==> src/rtl/gcsr_pkg.sv <==
package gcsr_pkg;
  typedef enum logic [1:0] {
    OP_IDLE  = 2'd0,
    OP_LOAD  = 2'd1,
    OP_SHIFT = 2'd2
  } gcsr_op_e;
endpackage

==> src/rtl/gcsr_rst_sync.sv <==
module gcsr_rst_sync #(
  parameter int STAGES = 2
) (
  input  logic clk,
  input  logic arst_n,
  output logic srst_n
);
  logic [STAGES-1:0] chain_q;
  logic [STAGES-1:0] chain_d;

  always_comb begin
    chain_d = {chain_q[STAGES-2:0], 1'b1};
  end

  always_ff @(posedge clk or negedge arst_n) begin
    if (!arst_n) chain_q <= '0;
    else         chain_q <= chain_d;
  end

  assign srst_n = chain_q[STAGES-1];


  release_sync_chk: assert property (@(posedge clk) disable iff (!arst_n)
    $rose(srst_n) |-> $past(arst_n));
endmodule

==> src/rtl/gcsr_step_ctl.sv <==
module gcsr_step_ctl
  import gcsr_pkg::*;
(
  input  logic     hold,
  input  logic     shift_sel,
  output gcsr_op_e op
);
  always_comb begin
    if (hold)           op = OP_IDLE;
    else if (shift_sel) op = OP_SHIFT;
    else                op = OP_LOAD;
  end
endmodule

==> src/rtl/gcsr_stage_chain.sv <==
module gcsr_stage_chain
  import gcsr_pkg::*;
#(
  parameter int WIDTH = 8
) (
  input  logic             clk,
  input  logic             rst_n,
  input  gcsr_op_e         op,
  input  logic             ser_in,
  input  logic [WIDTH-1:0] par_in,
  output logic [WIDTH-1:0] stages
);
  logic [WIDTH-1:0] stage_q;
  logic [WIDTH-1:0] stage_d;

  genvar g;
  generate
    for (g = 0; g < WIDTH; g++) begin : g_stage
      logic upstream;
      if (g == 0) begin : g_head
        assign upstream = ser_in;
      end else begin : g_body
        assign upstream = stage_q[g-1];
      end

      always_comb begin
        unique case (op)
          OP_LOAD:  stage_d[g] = par_in[g];
          OP_SHIFT: stage_d[g] = upstream;
          default:  stage_d[g] = stage_q[g];
        endcase
      end
    end
  endgenerate

  always_ff @(posedge clk or negedge rst_n) begin
    if (!rst_n) stage_q <= '0;
    else        stage_q <= stage_d;
  end

  assign stages = stage_q;


  hold_keeps_state_chk: assert property (@(posedge clk) disable iff (!rst_n)
    (op == OP_IDLE) |=> $stable(stage_q));


  load_capture_chk: assert property (@(posedge clk) disable iff (!rst_n)
    (op == OP_LOAD) |=> (stage_q == $past(par_in)));


  shift_path_chk: assert property (@(posedge clk) disable iff (!rst_n)
    (op == OP_SHIFT) |=> (stage_q == {$past(stage_q[WIDTH-2:0]), $past(ser_in)}));
endmodule

==> src/rtl/gcsr_top.sv <==
module gcsr_top
  import gcsr_pkg::*;
#(
  parameter int WIDTH       = 8,
  parameter int SYNC_STAGES = 2
) (
  input  logic             clk,
  input  logic             clr_n,
  input  logic             step_hold,
  input  logic             shift_ld,
  input  logic             ser_in,
  input  logic [WIDTH-1:0] par_in,
  output logic             ser_out
);
  localparam int LAST = WIDTH - 1;

  logic             rst_sync_n;
  gcsr_op_e         op;
  logic [WIDTH-1:0] stages;

  gcsr_rst_sync #(.STAGES(SYNC_STAGES)) u_sync (
    .clk    (clk),
    .arst_n (clr_n),
    .srst_n (rst_sync_n)
  );

  gcsr_step_ctl u_ctl (
    .hold      (step_hold),
    .shift_sel (shift_ld),
    .op        (op)
  );

  gcsr_stage_chain #(.WIDTH(WIDTH)) u_chain (
    .clk    (clk),
    .rst_n  (rst_sync_n),
    .op     (op),
    .ser_in (ser_in),
    .par_in (par_in),
    .stages (stages)
  );

  assign ser_out = stages[LAST];


  clear_zero_chk: assert property (@(posedge clk) disable iff (rst_sync_n)
    !clr_n |-> (stages == '0));
endmodule

==> config.mk <==
export PLATFORM = sky130hd
export DESIGN_NAME = gcsr_top
export DESIGN_NICKNAME = d
export VERILOG_FILES = /design/src/rtl/gcsr_pkg.sv /design/src/rtl/gcsr_rst_sync.sv /design/src/rtl/gcsr_step_ctl.sv /design/src/rtl/gcsr_stage_chain.sv /design/src/rtl/gcsr_top.sv
export SDC_FILE = /design/constraint.sdc
export NUM_CORES = 1
export LEC_CHECK = 0
export BUFFER_PORTS_ARGS = -buffer_cell sky130_fd_sc_hd__buf_2
export CAP_MARGIN = 20
export CORE_AREA = 2 2 39 41
export CTS_BUF_LIST = sky130_fd_sc_hd__clkbuf_16
export DETAILED_ROUTE_END_ITERATION = 10
export DIE_AREA = 0 0 41 43
export PLACE_DENSITY = 0.54
export SETUP_SLACK_MARGIN = 0.4
export SKIP_CTS_REPAIR_TIMING = 1
export SLEW_MARGIN = 20
export SYNTH_ARGS = -nofsm -noshare
export SYNTH_HDL_FRONTEND = slang
export SYNTH_SLANG_ARGS = --single-unit
==> constraint.sdc <==
create_clock -name clk -period 1.3 [get_ports clk]
set_clock_uncertainty 0.15 [all_clocks]
set_input_delay 0.13 -clock clk [delete_from_list [all_inputs] [get_ports clk]]
set_output_delay 0.13 -clock clk [all_outputs]
set_load 0.02 [all_outputs]
**Yosys cells after proc, flatten, opt, wreduce, memory -nomap -nowiden**

Index checks and enable logic that the tools add are counted.

- Flip-flop bits (word level): 10
- Input port bits: 13
- Output and inout port bits: 1
- Word-level logic and storage cells: 15

- Eq/ne operators: 2
- Mux-type cells: 10
- Reduce and logical (&&, ||, !) cells: 1

Operator list:

| cell | number |
|---|---|
| 1-bit case mux with 2 select lines | 8 |
| 2-bit two-way mux | 2 |
| 2-bit by 1-bit == test with 1-bit output, second input constant | 1 |
| 2-bit == test, second input constant | 1 |
| 2-bit nonzero test | 1 |

**Longest topological paths before layout**

Gate-level depths: netlist of run 1.

- Depth after elaboration: 4
- Gate-level depth with buffers: 3
- Gate-level depth less buffers: 2

**Modules after synthesis**

From an unflattened synthesis of run 1, not the netlist that was laid out.

- Cell total of the unflattened synthesis: 41
- Area total of the unflattened synthesis: 455.4 um^2

Modules (own cells, without submodules):

| module | times used | cells an instance | area an instance (um^2) | sequential area each (um^2) |
|---|---|---|---|---|
| gcsr_stage_chain | 1 | 36 | 389.1 | 200.2 |
| gcsr_rst_sync | 1 | 3 | 53.8 | 50.0 |
| gcsr_step_ctl | 1 | 2 | 12.5 | 0.0 |

**Worst setup path before layout of run 1**

OpenSTA, ideal clock, no wires.

- Kind: register to register
- From: register, netlist name u_chain.stages[7]
- To: register u_chain.stage_q[7] (netlist: u_chain.stages[7])
- Setup time: 0.121 ns
- Arrival time: 0.555 ns
- Required time: 1.029 ns
- Setup slack: 0.474 ns
- Cell stages (with the launch flop): 3
- Buffers on the path: 0
- Clock period less this slack: 0.826 ns
- Cells stage by stage: dfrtp_1 > nand2_1 > o21ai_1

RTL lines:

| element | RTL line | RTL |
|---|---|---|
| end signal: assignment | gcsr_stage_chain.sv:38 | `else stage_q <= stage_d;` |
| end: declaration | gcsr_stage_chain.sv:13 | `logic [WIDTH-1:0] stage_q;` |

**Final worst setup path of run 1**

- From: register u_chain.stage_q[7] (netlist: u_chain.stages[7])
- To: output ser_out

RTL lines:

| element | RTL line | RTL |
|---|---|---|
| end: declaration | gcsr_top.sv:13 | `output logic ser_out` |

No word-level cell between the ends.

==> results of run 1 <==
## per-stage QoR
step / hold WS (ns) / worst slack (ns) / instance area [µm²] / utilization / instances
2_1_floorplan: -0.316 / 0.474 / 427 / - / 37
3_3_place_gp: -0.233 / 0.362 / 489 / 0.354 / 64
3_5_place_dp: -0.234 / 0.357 / 489 / 0.354 / 64
4_1_cts: -0.478 / 0.264 / 568 / 0.410 / 68
5_1_grt: 0.0196 / 0.260 / 584 / 0.422 / 69
6_report: -0.0259 / 0.277 / 584 / 0.422 / 69
## sequential cells by signal (all words and copies together), names as in the netlist
name            cells
u_sync.chain_q      2
u_chain.stages      8
## area by class of cell
type	instances	area, µm²	share of cell area
multi-input cells	25	154	0.263
well taps	16	20.0	0.0343
flip-flops and latches	10	250	0.428
clock buffers	3	75.1	0.128
repair buffers	14	81.3	0.139
clock inverters	1	3.75	0.00642
## cell usage in the layout (no fill, tap or decap), drive strengths merged
| cell | n |
|---|---|
| nand2 | 8 |
| buf | 13 |
| dfrtp | 10 |
| clkbuf | 3 |
| dlygate4sd3 | 1 |
| o21ai | 8 |
| conb | 1 |
| clkinv | 1 |
| mux2i | 8 |
## synthesized netlist by cell type
| cell | count | area, µm² |
|---|---|---|
| buf_6 | 2 | 22.5 |
| conb_1 | 1 | 3.75 |
| dfrtp_1 | 10 | 250 |
| mux2i_1 | 8 | 80.1 |
| nand2_1 | 8 | 30.0 |
| o21ai_1 | 8 | 40.0 |
## logic make-up after synthesis
| kind of cell | count (synthesis) |
|---|---|
| simple gates | 8 |
| flops | 10 |
| mux | 8 |
| buf+inv | 2 |
| other cells | 1 |
| compound gates | 8 |
## per-layer routing
metal  vias up  routed length [µm]
met1       148                 322
met3         0                  21
met2         5                 341
met5         -                   0
met4         0                   0
li1        156                   -
## path summary, 6_finish.rpt
path	slack, ns	start	to	depth (start not counted)
max	0.28	u_chain.stages[7]	ser_out	1
min	-0.03	u_sync.chain_q[1]	u_chain.stages[1]	0
max reg2reg	0.43	u_chain.stages[6]	u_chain.stages[7]	2
min reg2reg	-0.03	u_sync.chain_q[1]	u_chain.stages[1]	0
max in group asynchronous	0.78	u_sync.chain_q[1]	u_chain.stages[5]	0
min in group clk	0.02	par_in[6]	u_chain.stages[6]	3
## power by group
group | internal, µW | switching [µW] | total, µW
sequential | 347 | 21.0 | 368
combinational | 48.5 | 42.0 | 90.5
clock | 402 | 135 | 537
==> flow_summary.yaml, run 1 <==
status:
  outcome: "complete, but fails checks"
  violations: "negative hold slack"
yosys:
  synth_compound_area_frac: 0.0938
  synthMuxAreaShare: 0.188
  synth_top_family_by_area: "multiplexers"
  synthAdderAreaFrac: 0
  ys_seq_area_frac: 0.587
  ys_seq_elements: 10
  synth.distinct_cells: 6
  syn_area_um2: 427
  yosys.area_share.simple: 0.0704
  synthesis.nets: 50
  yosys_warnings: 0
  synth.avg_cell_area_um2: 11.5
  synth_cells: 37
  yosys.area_share.xor_xnor: 0
critical_path:
  cp-start-kind: "flop"
  worst-path-buf-inv: 1
  crit_fanout: 2
  crit_chain: "buf_6"
  critPathSlowestCell: "dfrtp_1"
  cpPeakStageDelay_ns: 0.38
  end_kind: "output pin"
  worstPathRequired_ns: 1.02
  cp_top_family: "flip-flops"
  path_class: "flop to output pin"
  worstPathArrival_ns: 0.74
floorplanning:
  core_mm2: 0.00138
  rows: 14
  die_height_um: 43
  dieArea_mm2: 0.00176
  ioPinCount: 14
  die_w_um: 41
  initial_core_util: 0.308
grt:
  grt_pass1_wl_um: 1040
  grtUsageMet2: 0.134
  grt_use_met3: 0.0471
  antenna_found_initial: 0
  grt_pass1_vias: 269
  grt.busiest_layer: "met2"
  grt_max_degree: 17
  grt_usage: 0.0887
  grt-ovfl-total: 0
  grt_util_met1: 0.0980
run:
  cap_violations: 0
cts:
  clock_latency_ns: 0.23
  htree_levels: 1
  numClockSinks: 10
  clk_pin_slew_ns: 0.04
  cts.path.max_buffers: 2
  cts_root_buf: "clkbuf_16"
  cts_buffers: 3
  cts_tree: "done"
timing:
  hold_ws_ns: -0.0259
  setup_viol: 0
  layout_worst_path_cycle_share: 0.787
  slew_violations: 0
  rsz0062_at_grt: "yes"
  fin_setup_tns_ns: 0
  fmax_mhz: 978
  period_minus_slack_ns: 1.02
  final-hold-violation-count: 8
detailed_routing:
  wl_um: 685
  drcViolationCount: 0
  first_iter_violations: 10
  ant_nets: 0
  vias_per_cell: 4.48
  wl_per_cell_um: 9.93
  first_pass_iters: 3
  vias: 309
finish:
  final_nets: 67
  final_layout_size_suffix_gt1_frac: 0.302
  fillers: 140
  antenna_cells: 0
  synthToLayoutAreaGrowth_pct: 37.0
worst_hold_path:
  min_path_type: "flop to asynchronous set/reset pin"
pwr:
  totalPowerFinal_uw: 996
  leakage_uw: 0.000293
  vdd_ir_drop_max_mv: 1.03
  power_density_mw_per_mm2: 1700
place:
  place_hpwl_um: 504
  routabilityCongestion: 0.617
  numPortBuffers: 13
Note: power is estimated with default switching activity, not from simulation.
==> run 2, diff against run 1 <==
--- a/config.mk
+++ b/config.mk
@@ -11,7 +11,7 @@
 export CTS_BUF_LIST = sky130_fd_sc_hd__clkbuf_16
 export DETAILED_ROUTE_END_ITERATION = 10
 export DIE_AREA = 0 0 41 43
-export PLACE_DENSITY = 0.54
+export PLACE_DENSITY = 0.56
 export SETUP_SLACK_MARGIN = 0.4
 export SKIP_CTS_REPAIR_TIMING = 1
 export SLEW_MARGIN = 20
==> constraint.sdc (replaced) <==
create_clock -name clk -period 0.9 [get_ports clk]
set_clock_uncertainty 0.15 [all_clocks]
set_input_delay 0.09 -clock clk [delete_from_list [all_inputs] [get_ports clk]]
set_output_delay 0.09 -clock clk [all_outputs]
set_load 0.02 [all_outputs]
==> run 2 against run 1 <==
Effect of this change: the run ends with negative hold slack, negative setup slack left; register-to-register slack got worse by 0.40 ns; sequential share of layout area grew 0.24 points; combinational power rose by 45%; non-clock buffer count did not move; core utilization grew 0.18 points; clock power rose by 45%; critical endpoint unchanged; largest cell class unchanged; largest power group unchanged; highest routed layer unchanged.
==> flow_summary.yaml, run 2 (same netlist as run 1, synthesis figures left out) <==
detailed_routing:
  wl_um: 747
  drcViolationCount: 0
  ant_nets: 0
  vias_per_cell: 4.59
  first_pass_iters: 4
  wl_per_cell_um: 10.8
  vias: 317
  first_iter_violations: 3
finish:
  synthToLayoutAreaGrowth_pct: 37.5
  largest_reg_flops: 8
  final_common_cell: "buf_2"
  fin_cells: 69
  fillers: 142
  antenna_cells: 0
  fin_area_um2: 587
  final_layout_size_suffix_gt1_frac: 0.340
  fin_util: 0.424
  final_nets: 67
  final_cell_mix: "buf_2 (12), mux2i_1 (8), nand2_1 (8), o21ai_1 (8), dfrtp_1 (8)"
  regArea_um2: 253
  multi_input_area_um2: 154
timing:
  fmax_mhz: 996
  hold_ws_ns: -0.0577
  layout_worst_path_cycle_share: 1.12
  fin_ws_ns: -0.104
  setup_viol: 1
  slew_violations: 0
  period_minus_slack_ns: 1.00
  final-hold-violation-count: 15
  rsz0062_at_grt: "yes"
floorplanning:
  die_w_um: 41
  initial_core_util: 0.308
  rows: 14
  core_mm2: 0.00138
  die_height_um: 43
  dieArea_mm2: 0.00176
  ioPinCount: 14
critical_path:
  cpPeakStageDelay_ns: 0.40
  crit_fanout: 2
  end_kind: "output pin"
  cp_top_family: "flip-flops"
  worst-path-buf-inv: 1
  worstPathRequired_ns: 0.66
  critPathSlowestCell: "dfrtp_2"
  path_class: "flop to output pin"
  crit_chain: "buf_6"
  cp-start-kind: "flop"
  worstPathArrival_ns: 0.76
cts:
  cts.path.max_buffers: 2
  clock_latency_ns: 0.23
  numClockSinks: 10
  cts_tree: "done"
  clk_pin_slew_ns: 0.04
  htree_levels: 1
  cts_buffers: 3
  cts_root_buf: "clkbuf_16"
pwr:
  vdd_ir_drop_max_mv: 1.13
  power_density_mw_per_mm2: 2470
  intPower_uw: 1150
  seqPwrFrac: 0.370
  power.switching_uw: 292
  power_frac_clock: 0.540
  p_comb_frac: 0.091
  leakage_uw: 0.000291
  switching_share: 0.202
place:
  dpl-instance-area_um2: 490
  place_hpwl_um: 571
  numPortBuffers: 13
  place_inst: 64
  place_ws_ns: -0.0327
  routabilityCongestion: 0.623
grt:
  grt_pass1_wl_um: 1180
  grt_usage: 0.103
  grt-ovfl-total: 0
  grt_max_degree: 17
  grt_pass1_vias: 284
  antenna_found_initial: 0
status:
  violations: "negative hold slack, negative setup slack"
  outcome: "complete, but fails checks"
worst_hold_path:
  min_path_type: "flop to asynchronous set/reset pin"
run:
  cap_violations: 0
==> run 2: cell counts in the layout (fill, tap and decap cells not counted) <==
Identical to the previous run, type by type.
==> run 2: layer usage <==
metal	global-route usage	routed length, µm
met5	0	0
met4	0.0400	0
met3	0.0628	59
met2	0.134	369
met1	0.136	318
==> run 2: area by class of cell <==
cell class                      instances  area share
Timing Repair Buffer                   14       0.139
Clock inverter                          1     0.00640
Clock buffer                            3       0.128
Multi-Input combinational cell         25       0.262
Sequential cell                        10       0.431
Tap cell                               16      0.0341
==> run 2: metrics by stage <==
step	setup TNS (ns)	power, µW
3_3_place_gp	0	659
2_1_floorplan	0	620
6_report	-0.104	1450
3_5_place_dp	-0.0637	665
5_1_grt	-0.180	1520
4_1_cts	-0.125	1460
==> run 2: power by group through the flow <==
stage	Clock, µW	Combinational [µW]	Sequential [µW]
2_1_floorplan	0	80.8	539
3_3_place_gp	0	121	538
3_5_place_dp	0	124	541
4_1_cts	798	124	534
5_1_grt	829	149	540
6_report	780	131	535
==> run 2: final timing paths <==
kind	cells past startpoint	slack [ns]	end	from
setup reg to reg	2	0.03	u_chain.stages[6]	u_chain.stages[5]
setup / recovery	1	-0.10	ser_out	u_chain.stages[7]
hold reg to reg	0	-0.06	u_chain.stages[5]	u_sync.chain_q[1]
max in group asynchronous	0	0.48	u_chain.stages[7]	u_sync.chain_q[1]
hold / removal	0	-0.06	u_chain.stages[5]	u_sync.chain_q[1]
min in group clk	3	-0.02	u_chain.stages[2]	par_in[2]
